==> src/rtl/spc_pio_pkg.sv <==
package spc_pio_pkg;

    localparam int IDX_W = 4;
    localparam int BYTE_W = 8;

    localparam logic [IDX_W-1:0] IX_TC_LO = 4'd0;
    localparam logic [IDX_W-1:0] IX_TC_HI = 4'd1;
    localparam logic [IDX_W-1:0] IX_DATA  = 4'd2;
    localparam logic [IDX_W-1:0] IX_CMD   = 4'd3;

    localparam logic [6:0] OP_XFER_INFO = 7'h10;

    typedef struct packed {
        logic              wr;
        logic              rd;
        logic [IDX_W-1:0]  idx;
        logic [BYTE_W-1:0] data;
    } bus_req_t;

    // scratch registers that keep their written value
    function automatic logic keeps_value(input logic [IDX_W-1:0] idx);
        return (idx == 4'd8) || (idx >= 4'd11);
    endfunction

endpackage

==> src/rtl/spc_pio_fifo.sv <==
module spc_pio_fifo
    import spc_pio_pkg::*;
#(
    parameter int PTR_W = 4,
    localparam int DEPTH = 1 << PTR_W,
    localparam int CNT_W = PTR_W + 1
) (
    input  logic              clk,
    input  logic              rst,
    input  logic              push_req,
    input  logic              pop_req,
    input  logic [BYTE_W-1:0] push_byte,
    input  logic              load_en,
    input  logic [15:0]       load_val,
    output logic [BYTE_W-1:0] out_byte,
    output logic              pop_done,
    output logic [CNT_W-1:0]  fill,
    output logic [PTR_W-1:0]  rptr,
    output logic [PTR_W-1:0]  wptr,
    output logic              ovf
);

    logic [BYTE_W-1:0] store [DEPTH];
    logic [BYTE_W-1:0] last_q;
    logic              full, empty, do_push;
    logic [CNT_W-1:0]  fill_nxt, load_cnt;

    assign full     = (fill == CNT_W'(DEPTH));
    assign empty    = (fill == '0);
    assign do_push  = push_req && !full && !load_en;
    assign pop_done = pop_req && !empty && !load_en;
    assign fill_nxt = fill + CNT_W'(do_push) - CNT_W'(pop_done);
    assign load_cnt = (load_val > 16'(DEPTH)) ? CNT_W'(DEPTH) : load_val[CNT_W-1:0];
    assign out_byte = pop_done ? store[rptr] : last_q;

    always_ff @(posedge clk) begin
        if (do_push) store[wptr] <= push_byte;
    end

    always_ff @(posedge clk) begin
        if (rst) begin
            fill   <= '0;
            rptr   <= '0;
            wptr   <= '0;
            ovf    <= 1'b0;
            last_q <= '0;
        end else begin
            if (push_req && full) ovf <= 1'b1;
            if (pop_done) last_q <= store[rptr];
            if (load_en) begin
                fill <= load_cnt;
                rptr <= '0;
                wptr <= '0;
            end else begin
                fill <= fill_nxt;
                if (fill_nxt == '0) begin
                    rptr <= '0;
                    wptr <= '0;
                end else begin
                    if (pop_done) rptr <= rptr + 1'b1;
                    if (do_push)  wptr <= wptr + 1'b1;
                end
            end
        end
    end

endmodule

==> src/rtl/spc_pio_regbank.sv <==
module spc_pio_regbank
    import spc_pio_pkg::*;
(
    input  logic              clk,
    input  logic              rst,
    input  bus_req_t          req,
    output logic [15:0]       xfer_len,
    output logic [BYTE_W-1:0] rd_val,
    output logic              dma_mode,
    output logic              cmd_strobe,
    output logic [6:0]        cmd_code
);

    logic [BYTE_W-1:0] tc_lo_q, tc_hi_q, cmd_q;
    logic [BYTE_W-1:0] scr [8];

    always_ff @(posedge clk) begin
        if (rst) begin
            tc_lo_q    <= '0;
            tc_hi_q    <= '0;
            cmd_q      <= '0;
            cmd_strobe <= 1'b0;
        end else begin
            cmd_strobe <= req.wr && (req.idx == IX_CMD);
            if (req.wr && req.idx == IX_TC_LO) tc_lo_q <= req.data;
            if (req.wr && req.idx == IX_TC_HI) tc_hi_q <= req.data;
            if (req.wr && req.idx == IX_CMD)   cmd_q   <= req.data;
        end
    end

    for (genvar g = 0; g < 8; g++) begin : g_scr
        localparam logic [IDX_W-1:0] MY_IDX = IDX_W'(8 + g);
        if (keeps_value(MY_IDX)) begin : g_keep
            logic [BYTE_W-1:0] q;
            always_ff @(posedge clk) begin
                if (rst) q <= '0;
                else if (req.wr && req.idx == MY_IDX) q <= req.data;
            end
            assign scr[g] = q;
        end else begin : g_void
            assign scr[g] = '0;
        end
    end

    always_comb begin
        unique case (req.idx)
            IX_TC_LO: rd_val = tc_lo_q;
            IX_TC_HI: rd_val = tc_hi_q;
            IX_CMD:   rd_val = cmd_q;
            default:  rd_val = req.idx[3] ? scr[req.idx[2:0]] : '0;
        endcase
    end

    assign xfer_len = {tc_hi_q, tc_lo_q};
    assign dma_mode = cmd_q[7];
    assign cmd_code = cmd_q[6:0];

endmodule

==> src/rtl/spc_pio_regs.sv <==
module spc_pio_regs
    import spc_pio_pkg::*;
#(
    parameter int PTR_W = 4
) (
    input  logic              clk,
    input  logic              rst,
    input  logic [IDX_W-1:0]  bus_addr,
    input  logic              wr_en,
    input  logic [BYTE_W-1:0] wr_data,
    input  logic              rd_en,
    output logic [BYTE_W-1:0] rd_data,
    output logic              irq,
    output logic              dma_mode,
    output logic              cmd_strobe,
    output logic [6:0]        cmd_code,
    output logic              fifo_ovf
);

    localparam int CNT_W = PTR_W + 1;

    bus_req_t          req;
    logic [15:0]       xfer_len;
    logic [BYTE_W-1:0] bank_val, fifo_val;
    logic              pop_done, ti_load;
    logic [CNT_W-1:0]  fill_cnt;
    logic [PTR_W-1:0]  rd_ptr, wr_ptr;

    assign req = '{wr: wr_en, rd: rd_en, idx: bus_addr, data: wr_data};
    assign ti_load = req.wr && req.idx == IX_CMD && !req.data[7] && req.data[6:0] == OP_XFER_INFO;

    spc_pio_regbank u_bank (
        .clk(clk), .rst(rst), .req(req), .xfer_len(xfer_len), .rd_val(bank_val),
        .dma_mode(dma_mode), .cmd_strobe(cmd_strobe), .cmd_code(cmd_code)
    );

    spc_pio_fifo #(.PTR_W(PTR_W)) u_fifo (
        .clk(clk), .rst(rst),
        .push_req(req.wr && req.idx == IX_DATA),
        .pop_req(req.rd && req.idx == IX_DATA),
        .push_byte(req.data), .load_en(ti_load), .load_val(xfer_len),
        .out_byte(fifo_val), .pop_done(pop_done), .fill(fill_cnt),
        .rptr(rd_ptr), .wptr(wr_ptr), .ovf(fifo_ovf)
    );

    always_ff @(posedge clk) begin
        if (rst) begin
            rd_data <= '0;
            irq     <= 1'b0;
        end else begin
            irq <= pop_done;
            if (req.rd) rd_data <= (req.idx == IX_DATA) ? fifo_val : bank_val;
        end
    end

endmodule

==> config.mk <==
export PLATFORM = sky130hd
export DESIGN_NAME = spc_pio_regs
export DESIGN_NICKNAME = d
export VERILOG_FILES = /design/src/rtl/spc_pio_pkg.sv /design/src/rtl/spc_pio_fifo.sv /design/src/rtl/spc_pio_regbank.sv /design/src/rtl/spc_pio_regs.sv
export SDC_FILE = /design/constraint.sdc
export NUM_CORES = 1
export LEC_CHECK = 0
export BUFFER_PORTS_ARGS = -buffer_cell sky130_fd_sc_hd__clkbuf_2
export CAP_MARGIN = 20
export CORE_AREA = 2 2 132 147
export DETAILED_ROUTE_END_ITERATION = 6
export DIE_AREA = 0 0 134 149
export GPL_TIMING_DRIVEN = 0
export PLACE_DENSITY = 0.72
export SYNTH_ARGS = -nofsm -noshare
export SYNTH_HDL_FRONTEND = slang
export SYNTH_SLANG_ARGS = --single-unit
==> constraint.sdc <==
create_clock -name clk -period 11.4 [get_ports clk]
set_input_delay 2.28 -clock clk [delete_from_list [all_inputs] [get_ports clk]]
set_output_delay 2.28 -clock clk [all_outputs]
set_load 0.01 [all_outputs]
Yosys cells after proc, flatten, opt, wreduce, memory -nomap -nowiden

Memories as Yosys holds them, arrays and structs flattened. A register that Yosys moved wholly into a read port is not among the register bits.
Index checks and enable logic that the tools add are counted.

Register bits after elaboration: 104
Bits in writable memories: 128
Output and inout bits: 19
Input bits: 16
Memories: 1
Word-level logic and storage cells: 75

Bitwise operators: 1
Reduce and logical (&&, ||, !) cells: 26
Equal/unequal tests: 11
Multiplexer cells: 13
Order comparisons: 2
$add $sub $neg: 4

Memory list:

| memory       | words | bits a word | rd ports | clocked after Yosys merged registers in | wr ports | line               | RTL |
|---|---|---|---|---|---|---|---|
| u_fifo.store | 16    | 8           | 1        | 1                                       | 1        | spc_pio_fifo.sv:23 | `logic [BYTE_W-1:0] store [DEPTH];` |

Operator list:

| kind                                                 | number |
|---|---|
| two-way mux 8 bit                                    | 5 |
| binary-select mux 8 bit (select 3 bit)               | 1 |
| equality test 4 bit (second input constant)          | 6 |
| case mux 8 bit (3 select lines)                      | 1 |
| logical AND 1 bit                                    | 18 |
| > comparator 16 x 5 -> 1 bit (second input constant) | 1 |
| logical NOT 5 bit                                    | 2 |
| two-way mux 5 bit                                    | 2 |
| adder 4 x 1 -> 4 bit (second input constant)         | 2 |
| equality test 4 x 2 -> 1 bit (second input constant) | 2 |
| two-way mux 4 bit                                    | 2 |
| equality test 7 x 5 -> 1 bit (second input constant) | 1 |
| adder 5 x 1 -> 5 bit                                 | 1 |
| equality test 5 bit (second input constant)          | 1 |
| subtractor 5 x 1 -> 5 bit                            | 1 |
| equality test 4 x 1 -> 1 bit (second input constant) | 1 |
| >= comparator 4 bit (second input constant)          | 1 |
| logical NOT 1 bit                                    | 4 |
| logical NOT 4 bit                                    | 1 |
| inverter 3 -> 4 bit                                  | 1 |
| OR reduction 3 bit                                   | 1 |
| two-way mux 1 bit                                    | 2 |

Longest topological paths before layout

Depth after elaboration: 11
Depth in mapped cells: 15
Mapped depth without buffers: 13

By module

From an unflattened synthesis, not the netlist that was laid out.

Cells, all modules: 841
Area, all modules: 10,356.2 um^2

By module, submodules not included:

| module          | area each (um^2) | seq. area each (um^2) | instances | cells each |
|---|---|---|---|---|
| spc_pio_fifo    | 6,424.9          | 4,364.2               | 1         | 376 |
| spc_pio_regbank | 3,483.3          | 1,461.4               | 1         | 410 |
| spc_pio_regs    | 447.9            | 180.2                 | 1         | 55 |

Worst setup path before layout

OpenSTA, ideal clock, no wires.

Kind: in2reg
Start point: in bus_addr[0]
End point: reg (tool-made name)
Buffers on the path: 3
Library setup time: 0.118 ns
Data required time: 11.282 ns
Cell stages on the path: 12
Data arrival time: 5.215 ns
Path slack: 6.067 ns
Cell sequence: buf_6 -> or4b_4 -> nor3_4 -> buf_6 -> nand2b_1 -> nand2_1 -> ha_1 -> fa_1 -> or3_1 -> o31ai_1 -> buf_2 -> nor2_1

RTL lines:

| element            | line              | RTL |
|---|---|---|
| start: declaration | spc_pio_regs.sv:8 | `input logic [IDX_W-1:0] bus_addr,` |

Worst setup path in the final report

Start point: in bus_addr[3]
End point: reg u_fifo.wptr[3]

Word-level cells in the longest chain between the ends: 10
Elaborated cells on any way between the ends: 16
Classes of those cells: add/sub (2); eq/ne (2); reduce/logical (12)

RTL lines:

| element                             | line                                   | RTL |
|---|---|---|
| equality test 4 x 2 -> 1 bit        | spc_pio_regs.sv:30                     | `assign ti_load = req.wr && req.idx == IX_CMD && !req.data[7] && req.data[6:0] == OP_XFER_INFO;` |
| logical AND 1 bit (3 in a row)      | spc_pio_regs.sv:30                     |  |
| logical NOT 1 bit                   | spc_pio_fifo.sv:30, spc_pio_fifo.sv:31 |  |
| logical AND 1 bit                   | spc_pio_fifo.sv:30                     | `assign do_push = push_req && !full && !load_en;` |
| adder 5 x 1 -> 5 bit                | spc_pio_fifo.sv:32                     | `assign fill_nxt = fill + CNT_W'(do_push) - CNT_W'(pop_done);` |
| subtractor 5 x 1 -> 5 bit           | spc_pio_fifo.sv:32                     |  |
| logical NOT 5 bit                   | spc_pio_fifo.sv:56                     | `if (fill_nxt == '0) begin` |
| OR reduction 3 bit (no source line) | n/a                                    |  |
| end signal: assignment              | spc_pio_fifo.sv:61                     | `if (do_push) wptr <= wptr + 1'b1;` |
| end: declaration                    | spc_pio_fifo.sv:19                     | `output logic [PTR_W-1:0] wptr,` |

Parallel ways exist; a longest one is shown, timed or not.
A chain may end at the register's enable or synchronous reset.

==> results.sh <==
export IMPL_rsz0062_at_grt="false"
export IMPL_fin_skew_ns=0.008807
export IMPL_required_ns=11.82
export IMPL_cts_resized=0
export IMPL_powerDensity_nw_per_um2=161.9
export IMPL_die_area_um2=19970
export IMPL_dp_cells=1049
export IMPL_timing_fmax_ghz=0.1825
export IMPL_drt_iter0_markers=485
export IMPL_drc=0
export IMPL_max_slew_margin_rel=0.3443
export IMPL_core_area_um2=18630
export IMPL_syn_area_per_cell_um2=13.02
export IMPL_path_max_fanout=10
export IMPL_clockBufferDepth=3
export IMPL_setup_worst_path_start_class="primary input"
export IMPL_ios=35
export IMPL_synthesis_nets=793
export IMPL_fp_dieW_um=134
export IMPL_cap_violations=0
export IMPL_hold_violations=0
export IMPL_final_cells=1095
export IMPL_ctsHtreeMaxLevel=1
export IMPL_synth_area_top_cells="edfxtp_1 39%, dfxtp_1 22%, mux4_2 8.1%"
export IMPL_dpl_worst_slack_ns=5.327
export IMPL_hold_buffers=0
export IMPL_rows=53
export IMPL_synth_edf_count=128
export IMPL_synth_warnings=0
export IMPL_timing_hold_ws_ns=0.4702
export IMPL_ys_seq_elements=236
export IMPL_post_cts_buffers=0
export IMPL_synthArstFlopShare=0
export IMPL_vias=6542
export IMPL_p_leak_uw=0.003886
export IMPL_nNetsFinal=856
export IMPL_worstPathArrival_ns=5.90
export IMPL_cts_root_buf="clkbuf_16"
export IMPL_synth_area_um2=9975
export IMPL_grtUsageTotal=0.2500
export IMPL_synthCells=766
export IMPL_yosysTopAreaCell="edfxtp_1"
export IMPL_insertion_delay_ns=0.54
export IMPL_power_total_uw=1828
export IMPL_antenna_cells=0
export IMPL_worst_slack_ns=5.920
export IMPL_period_share=0.4807
export IMPL_path_delay_family="simple AND/OR/NAND/NOR gates"
export IMPL_vias_per_cell=5.974
export IMPL_fillerInstances=1447
export IMPL_cts_tree="built"
export IMPL_drt_first_pass_iters=5
export IMPL_cts_sinks=236
export IMPL_setup_violations=0
export IMPL_synth_distinct_cells=63
export IMPL_clkTransAtPathRegs_ns=0.06
export IMPL_gp_congestion=0.9346
export IMPL_finalWirelength_um=24490
export IMPL_die_h_um=149
export IMPL_cts_buffers=25
export IMPL_ir_worst_vdd_uv=119.0
export IMPL_slowest_delay_ns=0.58
export IMPL_hp_class="flip-flop to flip-flop"
export IMPL_wire_per_inst_um=22.37
export IMPL_end_kind="flip-flop"
export IMPL_crit_buf_inv=3
export IMPL_yosysSeqAreaShare=0.6021
export IMPL_path_cells="clkbuf_2 > or4b_4 > nor3_4 > buf_6 > nand2b_1 > nand2_1 > ha_1 > fa_1 > or3_1 > o31ai_1 > buf_2 > nor2_1"
export IMPL_overflow=0
export IMPL_min_period_ns=5.480
export IMPL_portBuffers=32
export IMPL_drv_slew=0
export IMPL_fin_tns_setup_ns=0
export IMPL_synth_top_cell_area_share=0.3853
export IMPL_outcome="completed"
export IMPL_layout_drive_gt1_share=0.2005
export IMPL_slowest_stage="or4b_4"
export IMPL_grt_max_degree=18
export IMPL_tightest_slew_ns=0.9800
export IMPL_path_class="primary input to flip-flop"
export IMPL_start_util=0.5353
export IMPL_grt_pass1_vias=6712
export IMPL_antenna_left=0
export IMPL_dp_hpwl_um=17180
export IMPL_antenna_found_initial=0
export IMPL_grt_first_pass_wirelength_um=38090
export IMPL_synth_main_ff_cell="edfxtp_1"
export IMPL_area_growth_pct=13.18
==> placed cells by master (no fill, tap or decap), types with 4 or more instances in the layout <==
cell,instances
a22oi_1,13
nand4_1,4
clkinv_1,4
inv_1,6
o21ai_0,31
or3_1,4
buf_2,19
xor2_1,7
edfxtp_1,128
o32ai_2,4
dfxtp_1,108
a211oi_1,6
nor2_1,92
nor3_1,15
a21oi_1,34
a22o_1,4
ha_1,10
clkbuf_2,32
nand3_1,4
mux2_2,12
o21bai_1,5
mux2i_1,63
nand2_1,52
clkinv_2,6
clkbuf_1,32
mux4_2,36
nor2_2,4
o22ai_2,4
clkbuf_16,25
o221ai_1,6
nand2b_1,12
==> synthesized netlist by cell type, drive strengths merged, types with 17 or more instances <==
library cell,number
o21ai,31
nor2,96
mux2i,63
a21oi,34
nor3,17
mux4,36
clkbuf,31
buf,23
dfxtp,108
edfxtp,128
nand2,53
==> through the flow <==
stage            util  instance area (um2)
2_1_floorplan       -                 9975
3_3_place_gp   0.5605                10440
3_5_place_dp   0.5615                10460
4_1_cts        0.6059                11290
5_1_grt        0.6059                11290
6_report       0.6059                11290
==> area by class of cell <==
cell class                      instances  area (um2)  area share
Tap cell                              247       309.0     0.02737
Timing Repair Buffer                   36       180.2     0.01596
Clock buffer                           29       670.6     0.05940
Inverter                                6       22.52    0.001995
Buffer                                 54       251.5     0.02228
Multi-Input combinational cell        470        3695      0.3273
Sequential cell                       236        6006      0.5320
Clock inverter                         17       155.1     0.01374
==> where the power goes <==
part / switching [uW] / internal, uW
logic: 75.0 / 35.2
clock network: 337 / 470
registers: 6.31 / 904
==> per-layer routing <==
| layer | vias up | track usage | wire length [um] |
|---|---|---|---|
| li1 | 2991 | - | - |
| met1 | 3251 | 0.3067 | 9668 |
| met2 | 236 | 0.4503 | 12680 |
| met3 | 64 | 0.03568 | 1218 |
| met4 | 0 | 0.09096 | 926 |
| met5 | - | 0 | 0 |
==> registers in the layout, indices dropped and copies added (netlist names), named ones only <==
register and count:
u_fifo.wptr 4, rd_data 8, u_bank.cmd_q 8, u_fifo.rptr 4
u_fifo.last_q 8, u_bank.g_scr.g_keep.q 48, irq 1, u_fifo.store 128
u_bank.tc_hi_q 8, u_bank.cmd_strobe 1, u_fifo.fill 5, u_bank.tc_lo_q 8
u_fifo.ovf 1
==> final timing paths <==
check,from,end,slack [ns],cells past startpoint
max,bus_addr[3],u_fifo.wptr[3],5.92,12
min,u_fifo.last_q[0],u_fifo.last_q[0],0.47,2
max reg2reg,u_fifo.fill[3],u_fifo.wptr[3],7.48,14
min reg2reg,u_fifo.last_q[0],u_fifo.last_q[0],0.47,2
==> worst register-to-register path, cell delays in order (launching register included) <==
cell      delay, ns
dfxtp_1        0.33
inv_1          0.09
ha_1           0.18
nor4b_1        0.55
nor3_4         0.20
buf_6          0.22
nand2b_1       0.14
nand2_1        0.08
ha_1           0.23
fa_1           0.42
xor2_1         0.17
or3_1          0.31
o31ai_1        0.50
buf_2          0.32
nor2_1         0.08
==> kinds of logic (layout without fill, tap and decap cells) <==
logic type,after synthesis,after routing,share of synthesized area
AO/OA/AOI/OAI,125,125,0.08605
XOR/XNOR,10,10,0.008781
adder cells (fa/ha/maj),11,11,0.01455
buffers and inverters,60,142,0.02747
flip-flops,236,236,0.6021
multiplexers,111,111,0.1581
AND/OR/NAND/NOR,213,213,0.1030
No activity file was read; power rests on OpenSTA's default activity.
